## src/rtl/seqtab_pkg.sv

```systemverilog
package seqtab_pkg;

  localparam int PROC_W    = 3;
  localparam int QUAL_W    = 2;
  localparam int STATE_W   = 2;
  localparam int WORD_W    = 8;
  localparam int PROGRAMMED = 2;  // regions 0 and 1 carry tables

  typedef enum logic [1:0] {
    PH_FETCH = 2'd0,
    PH_APPLY = 2'd1,
    PH_WAIT  = 2'd2
  } phase_t;

  // Word layout: [7:4] ring one-hot, [3] fault lamp, [2:1] next state, [0] heater
  function automatic logic [7:0] image_word(input int unsigned addr);
    logic [31:0] a;
    logic [2:0]  pr;
    logic [1:0]  q;
    logic [1:0]  st;
    logic [1:0]  ns;
    logic [7:0]  w;
    a  = 32'(addr);
    pr = a[6:4];
    q  = a[3:2];
    st = a[1:0];
    ns = 2'b00;
    w  = 8'h00;
    if (pr == 3'd0) begin
      case (st)
        2'b00:   ns = q[0] ? 2'b01 : 2'b00;
        2'b01:   ns = q[0] ? 2'b10 : 2'b11;
        2'b11:   ns = q[1] ? 2'b00 : 2'b11;
        default: ns = 2'b00;
      endcase
      w = {4'b0000, (ns == 2'b10), ns, (ns == 2'b11)};
    end else if (pr == 3'd1) begin
      if (q[1])      ns = 2'b00;
      else if (q[0]) ns = st + 2'b01;
      else           ns = st;
      w = {(4'b0001 << ns), 1'b0, ns, 1'b0};
    end
    return w;
  endfunction

endpackage

```

## src/rtl/seqtab_rom.sv

```systemverilog
module seqtab_rom #(
  parameter int PROC_W = seqtab_pkg::PROC_W,
  parameter int ADDR_W = 7,
  parameter int WORD_W = seqtab_pkg::WORD_W
) (
  input  logic              clk,
  input  logic              rd_en,
  input  logic [ADDR_W-1:0] addr,
  output logic [WORD_W-1:0] rd_data
);
  localparam int DEPTH = 1 << ADDR_W;

  logic [WORD_W-1:0] mem [DEPTH];

  initial begin
    for (int i = 0; i < DEPTH; i++) begin
      mem[i] = WORD_W'(seqtab_pkg::image_word(i));
    end
  end

  // Registered read with enable: maps onto a block RAM output port
  always_ff @(posedge clk) begin
    if (rd_en) rd_data <= mem[addr];
  end

  AST_UNPROG_ZERO: assert property (@(posedge clk)
    (rd_en && (int'(addr[ADDR_W-1 -: PROC_W]) >= seqtab_pkg::PROGRAMMED)) |=> (rd_data == '0));

endmodule

```

## src/rtl/seqtab_pacer.sv

```systemverilog
module seqtab_pacer #(
  parameter int CYCLE_GAP = 0
) (
  input  logic clk,
  input  logic rst,
  input  logic stop,
  output logic fetch_en,
  output logic apply_en
);
  import seqtab_pkg::*;

  localparam int CNT_W = (CYCLE_GAP > 1) ? $clog2(CYCLE_GAP) : 1;
  localparam logic [CNT_W-1:0] CNT_LOAD = (CYCLE_GAP > 0) ? CNT_W'(CYCLE_GAP - 1) : '0;

  phase_t           phase_q;
  logic [CNT_W-1:0] cnt_q;

  always_ff @(posedge clk) begin
    if (rst) begin
      phase_q <= PH_FETCH;
      cnt_q   <= '0;
    end else begin
      case (phase_q)
        PH_FETCH: if (!stop) phase_q <= PH_APPLY;
        PH_APPLY: begin
          if (CYCLE_GAP == 0) begin
            phase_q <= PH_FETCH;
          end else begin
            phase_q <= PH_WAIT;
            cnt_q   <= CNT_LOAD;
          end
        end
        PH_WAIT: begin
          if (cnt_q == '0) phase_q <= PH_FETCH;
          else             cnt_q   <= cnt_q - 1'b1;
        end
        default: phase_q <= PH_FETCH;
      endcase
    end
  end

  assign fetch_en = (phase_q == PH_FETCH) && !stop;
  assign apply_en = (phase_q == PH_APPLY);

  AST_APPLY_FOLLOWS_FETCH: assert property (@(posedge clk) disable iff (rst)
    fetch_en |=> apply_en);

  generate
    if (CYCLE_GAP == 0) begin : g_tight
      AST_BACK_TO_BACK: assert property (@(posedge clk) disable iff (rst)
        apply_en |=> (fetch_en || stop));
    end else begin : g_gap
      AST_GAP_RESPECTED: assert property (@(posedge clk) disable iff (rst)
        apply_en |=> !fetch_en);
    end
  endgenerate

endmodule

```

## src/rtl/seqtab_core.sv

```systemverilog
module seqtab_core #(
  parameter int PROC_W  = seqtab_pkg::PROC_W,
  parameter int STATE_W = seqtab_pkg::STATE_W,
  parameter int WORD_W  = seqtab_pkg::WORD_W
) (
  input  logic                      clk,
  input  logic                      rst,
  input  logic                      fetch_en,
  input  logic                      apply_en,
  input  logic [PROC_W-1:0]         proc_sel,
  input  logic [WORD_W-1:0]         rd_word,
  output logic [STATE_W-1:0]        state_q,
  output logic [WORD_W-STATE_W-1:0] out_q
);
  localparam int OUT_W = WORD_W - STATE_W;

  logic [PROC_W-1:0]  proc_q;     // machine used by the last applied step
  logic [PROC_W-1:0]  pend_proc_q;
  logic               sw_q;
  logic [STATE_W-1:0] link_part;
  logic [OUT_W-1:0]   instr_part;

  assign link_part  = rd_word[STATE_W:1];
  assign instr_part = {rd_word[WORD_W-1:STATE_W+1], rd_word[0]};

  always_ff @(posedge clk) begin
    if (rst) begin
      state_q     <= '0;
      out_q       <= '0;
      proc_q      <= '0;
      pend_proc_q <= '0;
      sw_q        <= 1'b0;
    end else begin
      if (fetch_en) begin
        pend_proc_q <= proc_sel;
        sw_q        <= (proc_sel != proc_q);
      end
      if (apply_en) begin
        proc_q <= pend_proc_q;
        if (sw_q) begin
          state_q <= '0;
          out_q   <= '0;
        end else begin
          state_q <= link_part;
          out_q   <= instr_part;
        end
      end
    end
  end

  AST_RESET_CLEARS: assert property (@(posedge clk)
    rst |=> (state_q == '0 && out_q == '0));

  AST_HOLD_BETWEEN_STEPS: assert property (@(posedge clk) disable iff (rst)
    !apply_en |=> ($stable(state_q) && $stable(out_q)));

  AST_LOAD_LINK: assert property (@(posedge clk) disable iff (rst)
    (apply_en && !sw_q) |=> (state_q == $past(rd_word[STATE_W:1])));

  AST_SWITCH_ZERO: assert property (@(posedge clk) disable iff (rst)
    (apply_en && pend_proc_q != proc_q) |=> (state_q == '0 && out_q == '0));

endmodule

```

## src/rtl/linkpath_sequencer.sv

```systemverilog
module linkpath_sequencer #(
  parameter int PROC_W    = seqtab_pkg::PROC_W,
  parameter int QUAL_W    = seqtab_pkg::QUAL_W,
  parameter int STATE_W   = seqtab_pkg::STATE_W,
  parameter int WORD_W    = seqtab_pkg::WORD_W,
  parameter int CYCLE_GAP = 0,
  localparam int ADDR_W   = PROC_W + QUAL_W + STATE_W,
  localparam int OUT_W    = WORD_W - STATE_W
) (
  input  logic               clk,
  input  logic               rst,
  input  logic               stop,
  input  logic [PROC_W-1:0]  proc_sel,
  input  logic [QUAL_W-1:0]  qual,
  output logic [OUT_W-1:0]   ctrl_out,
  output logic [STATE_W-1:0] state_out
);
  logic              fetch_en;
  logic              apply_en;
  logic [ADDR_W-1:0] lookup_addr;
  logic [WORD_W-1:0] word;

  // Machine select on top, qualifiers next, present state lowest
  assign lookup_addr = {proc_sel, qual, state_out};

  seqtab_pacer #(.CYCLE_GAP(CYCLE_GAP)) u_pacer (
    .clk      (clk),
    .rst      (rst),
    .stop     (stop),
    .fetch_en (fetch_en),
    .apply_en (apply_en)
  );

  seqtab_rom #(.PROC_W(PROC_W), .ADDR_W(ADDR_W), .WORD_W(WORD_W)) u_rom (
    .clk     (clk),
    .rd_en   (fetch_en),
    .addr    (lookup_addr),
    .rd_data (word)
  );

  seqtab_core #(.PROC_W(PROC_W), .STATE_W(STATE_W), .WORD_W(WORD_W)) u_core (
    .clk      (clk),
    .rst      (rst),
    .fetch_en (fetch_en),
    .apply_en (apply_en),
    .proc_sel (proc_sel),
    .rd_word  (word),
    .state_q  (state_out),
    .out_q    (ctrl_out)
  );

  AST_STOP_FREEZES: assert property (@(posedge clk) disable iff (rst)
    (stop && !apply_en) |=> ($stable(state_out) && $stable(ctrl_out)));

endmodule

```

## config.mk

```make
export PLATFORM = sky130hd
export DESIGN_NAME = linkpath_sequencer
export DESIGN_NICKNAME = d
export VERILOG_FILES = /design/src/rtl/seqtab_pkg.sv /design/src/rtl/seqtab_rom.sv /design/src/rtl/seqtab_pacer.sv /design/src/rtl/seqtab_core.sv /design/src/rtl/linkpath_sequencer.sv
export SDC_FILE = /design/constraint.sdc
export NUM_CORES = 1
export LEC_CHECK = 0
export BUFFER_PORTS_ARGS = -buffer_cell sky130_fd_sc_hd__buf_2
export CAP_MARGIN = 10
export CORE_MARGIN = 5
export CORE_UTILIZATION = 54
export DETAILED_ROUTE_END_ITERATION = 10
export GPL_TIMING_DRIVEN = 0
export PLACE_DENSITY = 0.81
export SLEW_MARGIN = 10
export SYNTH_ARGS = -nofsm -noshare
export SYNTH_HDL_FRONTEND = slang
export SYNTH_SLANG_ARGS = --single-unit
```

## constraint.sdc

```tcl
create_clock -name clk -period 1.8 [get_ports clk]
set_clock_uncertainty 0.15 [all_clocks]
set_input_delay 0.36 -clock clk [delete_from_list [all_inputs] [get_ports clk]]
set_output_delay 0.36 -clock clk [all_outputs]
set_load 0.05 [all_outputs]
```

==> metrics.txt <==
multiplexer area fraction after synthesis=under 10%; most used flip-flop cell after synthesis=sky130_fd_sc_hd__dfxtp_1; Sw Pwr=approximately 250 uW; number of buffers created by CTS=3; DR iter-0 viols=14; Die Area=3090 sq um; number of port buffers=13; clock sinks=24; # DRC=0; overall routed net length=2030 microns; count of state elements after synthesis=24; Slew @ Worst Pin=604 ps; post-synthesis xor/xnor area fraction=under 10%; Yosys warning count=0; total grt overflow=0; I/O pins=16; Total Nets Final=140; quantity of gates resized following cts=0; crit-path max FO=7; Setup Crit Path Kind=flip-flop to flip-flop; post-synthesis average cell area=10.3 sq um; CTS tree=done; slew margin rel.=59.7%; classification of the worst-slack hold path=primary input to flip-flop; final setup violating endpoints=0; initial standard-cell utilization of the core=between 50% and 60%; number of antenna violations at the first check in global routing=0; sequential cell fraction of total power=a little under 60%; synthesized net count=122; post-CTS setup buffer count=0; area fraction in and, or, nand and nor cells after synthesis=18.6%; worst reg2reg setup slack=150 ps; total routing resource utilization after global routing=14.7%; wire length of the first global-routing pass=3700 microns; main combinational cell family by area after synthesis=simple AND/OR/NAND/NOR gates; switching power share of the total=24.6%; routability congestion estimate=around 0.76; total negative slack for setup checks=0 ps; Hold Path Stages=2; share of final-layout standard cells stronger than drive strength 1=20.6%; number of enable-type register cells in the synthesized netlist=8; length in cells of the worst reg-to-reg path=5; Avg WL per Cell=13.2 microns; kind of launch point of the worst setup path=flip-flop; clock network fraction of design power=27.2%; CTS H-tree depth=1; sequential share of the synthesized area=49.9%; number of rows created at floorplan=16; cts hold-fix bufs=0; post-synthesis compound-gate area fraction=12.7%; summed instance area of the synthesized netlist=1120 sq um; vias in the first global route=812; routed via count=between 700 and 800; leakage power total=0.541 nW; max_cap viols=0; Fmax=607 MHz; die width=55.6 microns; arrival time at the worst endpoint=1610 ps; layout overhead on the synthesized area=12.7%; CTS root buffer=sky130_fd_sc_hd__clkbuf_4; total iterations of the first detailed-routing run=4; Synth async-reset ratio=0%; ant diodes=0; half-perimeter wire length after placement=1570 microns; count of endpoints failing hold in the final timing report=0; minimum clock period=1650 ps; insertion delay to the later sink of the worst-skew pair=300 ps; Max Transition Viols Final=0; Worst Path Required=1770 ps; Worst Hold Slack=134 ps; cell chain of the critical path=inv_1, ha_1, nor2b_1, o21bai_1, a2111oi_2; Clk pin slew, worst setup/hold paths=120 ps; worst ir drop on vdd=0.000455 V; antenna viol nets, final=0; largest net degree at the start of global routing=14; number of instances in the synthesized netlist=109; adder-cell share of the synthesized area=5.57%; P per Cell Area=between 700 and 800 nW/um^2; distinct cell type count of the synthesized netlist=29; unrepaired setup endpoints after global routing=no; kind of capture point of the worst setup path=flip-flop; vertical extent of the die=~56 microns; part of the cycle the worst path needs=a little over 90%; Internal Power=754 uW; result of the run=finished, final reports clean; placeable core region=between 1500 and 2000 sq um; Bufs on Longest Clock Path=2; Combinational Power Share=between 10% and 20%; vias per cell=5.22; cell with the largest stage delay on the worst path=sky130_fd_sc_hd__dfxtp_4; max incr delay on CP=400 ps
through the flow:
step           cell area [sq um]  worst slack (ps)  util [%]  std cells  total power, mW
2_1_floorplan               1120              38.5         -        109            0.702
3_3_place_gp                1220              53.9      62.4        149            0.736
3_5_place_dp                1220              26.7      62.4        149            0.741
4_1_cts                     1260              62.0      64.2        153             1.01
5_1_grt                     1260              23.3      64.5        153             1.05
6_report                    1260               153      64.5        153             1.00
final cells by class:
cell class | instances | area [sq um]
fillers | 176 | 697
flip-flops and latches | 24 | 566
multi-input cells | 77 | 523
repair buffers | 13 | 65.1
clock buffers | 4 | 36.3
plain buffers | 6 | 33.8
well taps | 27 | 33.8
inverters | 2 | 7.51
sequential cells by signal (all words and copies together), names as in the netlist:
name,cells
u_core.out_q,6
u_rom.rd_data,8
u_core.state_q,2
u_core.sw_q,1
u_core.proc_q,3
u_core.pend_proc_q,3
u_pacer.phase_q,1
logic make-up after synthesis:
kind of cell / after synthesis
AOI/OAI and AO/OA: 22
xor gates and xnor gates: 3
adders and majority gates: 5
buffers and inverters: 8
DFF: 24
muxes: 8
and+or+nand+nor: 39
worst paths after layout:
check / endpoint / startpoint
max: u_rom.rd_data[1] / u_core.state_q[0]
min: u_pacer.phase_q[0] / stop
max reg2reg: u_rom.rd_data[1] / u_core.state_q[0]
min reg2reg: u_core.out_q[3] / u_rom.rd_data[5]
Yosys cell counts, types with 2 or more instances:
| master | number | area share (%) |
|---|---|---|
| sky130_fd_sc_hd__o21a_1 | 2 | 1.3 |
| sky130_fd_sc_hd__buf_2 | 3 | 1.3 |
| sky130_fd_sc_hd__inv_1 | 2 | 0.67 |
| sky130_fd_sc_hd__ha_1 | 5 | 5.6 |
| sky130_fd_sc_hd__o22ai_1 | 2 | 1.1 |
| sky130_fd_sc_hd__mux2i_1 | 8 | 7.1 |
| sky130_fd_sc_hd__nor2_1 | 16 | 5.4 |
| sky130_fd_sc_hd__nor2b_1 | 8 | 4.5 |
| sky130_fd_sc_hd__nand2_1 | 4 | 1.3 |
| sky130_fd_sc_hd__a211oi_1 | 2 | 1.3 |
| sky130_fd_sc_hd__o21ai_0 | 3 | 1.3 |
| sky130_fd_sc_hd__dfxtp_1 | 16 | 29 |
| sky130_fd_sc_hd__clkbuf_1 | 2 | 0.67 |
| sky130_fd_sc_hd__edfxtp_1 | 8 | 21 |
| sky130_fd_sc_hd__a2bb2oi_1 | 2 | 1.6 |
| sky130_fd_sc_hd__nor3_1 | 3 | 1.3 |
| sky130_fd_sc_hd__xor2_1 | 3 | 2.3 |
| sky130_fd_sc_hd__a21oi_1 | 9 | 4.0 |
metal layers:
| layer | global-route usage, % | vias up | part of all wire, % |
|---|---|---|---|
| met2 | 25.3 | 10 | 51 |
| li1 | - | 411 | - |
| met1 | 18.2 | 376 | 45 |
| met3 | 3.71 | 2 | 3.5 |
| met4 | 3.82 | 0 | 0.35 |
| met5 | 0 | - | 0 |
cells in the final DEF (no fill, tap or decap), drive strengths merged, types with 2 or more instances in the layout:
cell type  synthesis  final
a211oi             2      2
a21oi              9      9
a2bb2oi            2      2
buf                4     17
clkbuf             2      6
dfxtp             16     16
edfxtp             8      8
ha                 5      5
inv                2      2
mux2i              8      8
nand2              4      4
nor2              16     16
nor2b              8      8
nor3               3      3
o21a               2      2
o21ai              3      3
o22ai              2      2
xor2               3      3
critical path: cells and delay by family, from the launching register on:
family                   cells  cell delay [ps]
flip-flops                   1              400
adder cells (fa/ha/maj)      1              320
buffers and inverters        1               90
AO/OA/AOI/OAI                2              380
AND/OR/NAND/NOR              1              120
power groups by stage:
| stage | sequential, mW | combinational [mW] | clock, mW |
|---|---|---|---|
| floorplan | 0.626 | 0.0765 | 0 |
| global placement | 0.607 | 0.130 | 0 |
| detailed placement | 0.608 | 0.133 | 0 |
| CTS | 0.596 | 0.134 | 0.280 |
| global route | 0.599 | 0.149 | 0.305 |
| finish | 0.595 | 0.133 | 0.272 |
(Power assumes the default switching activity.)
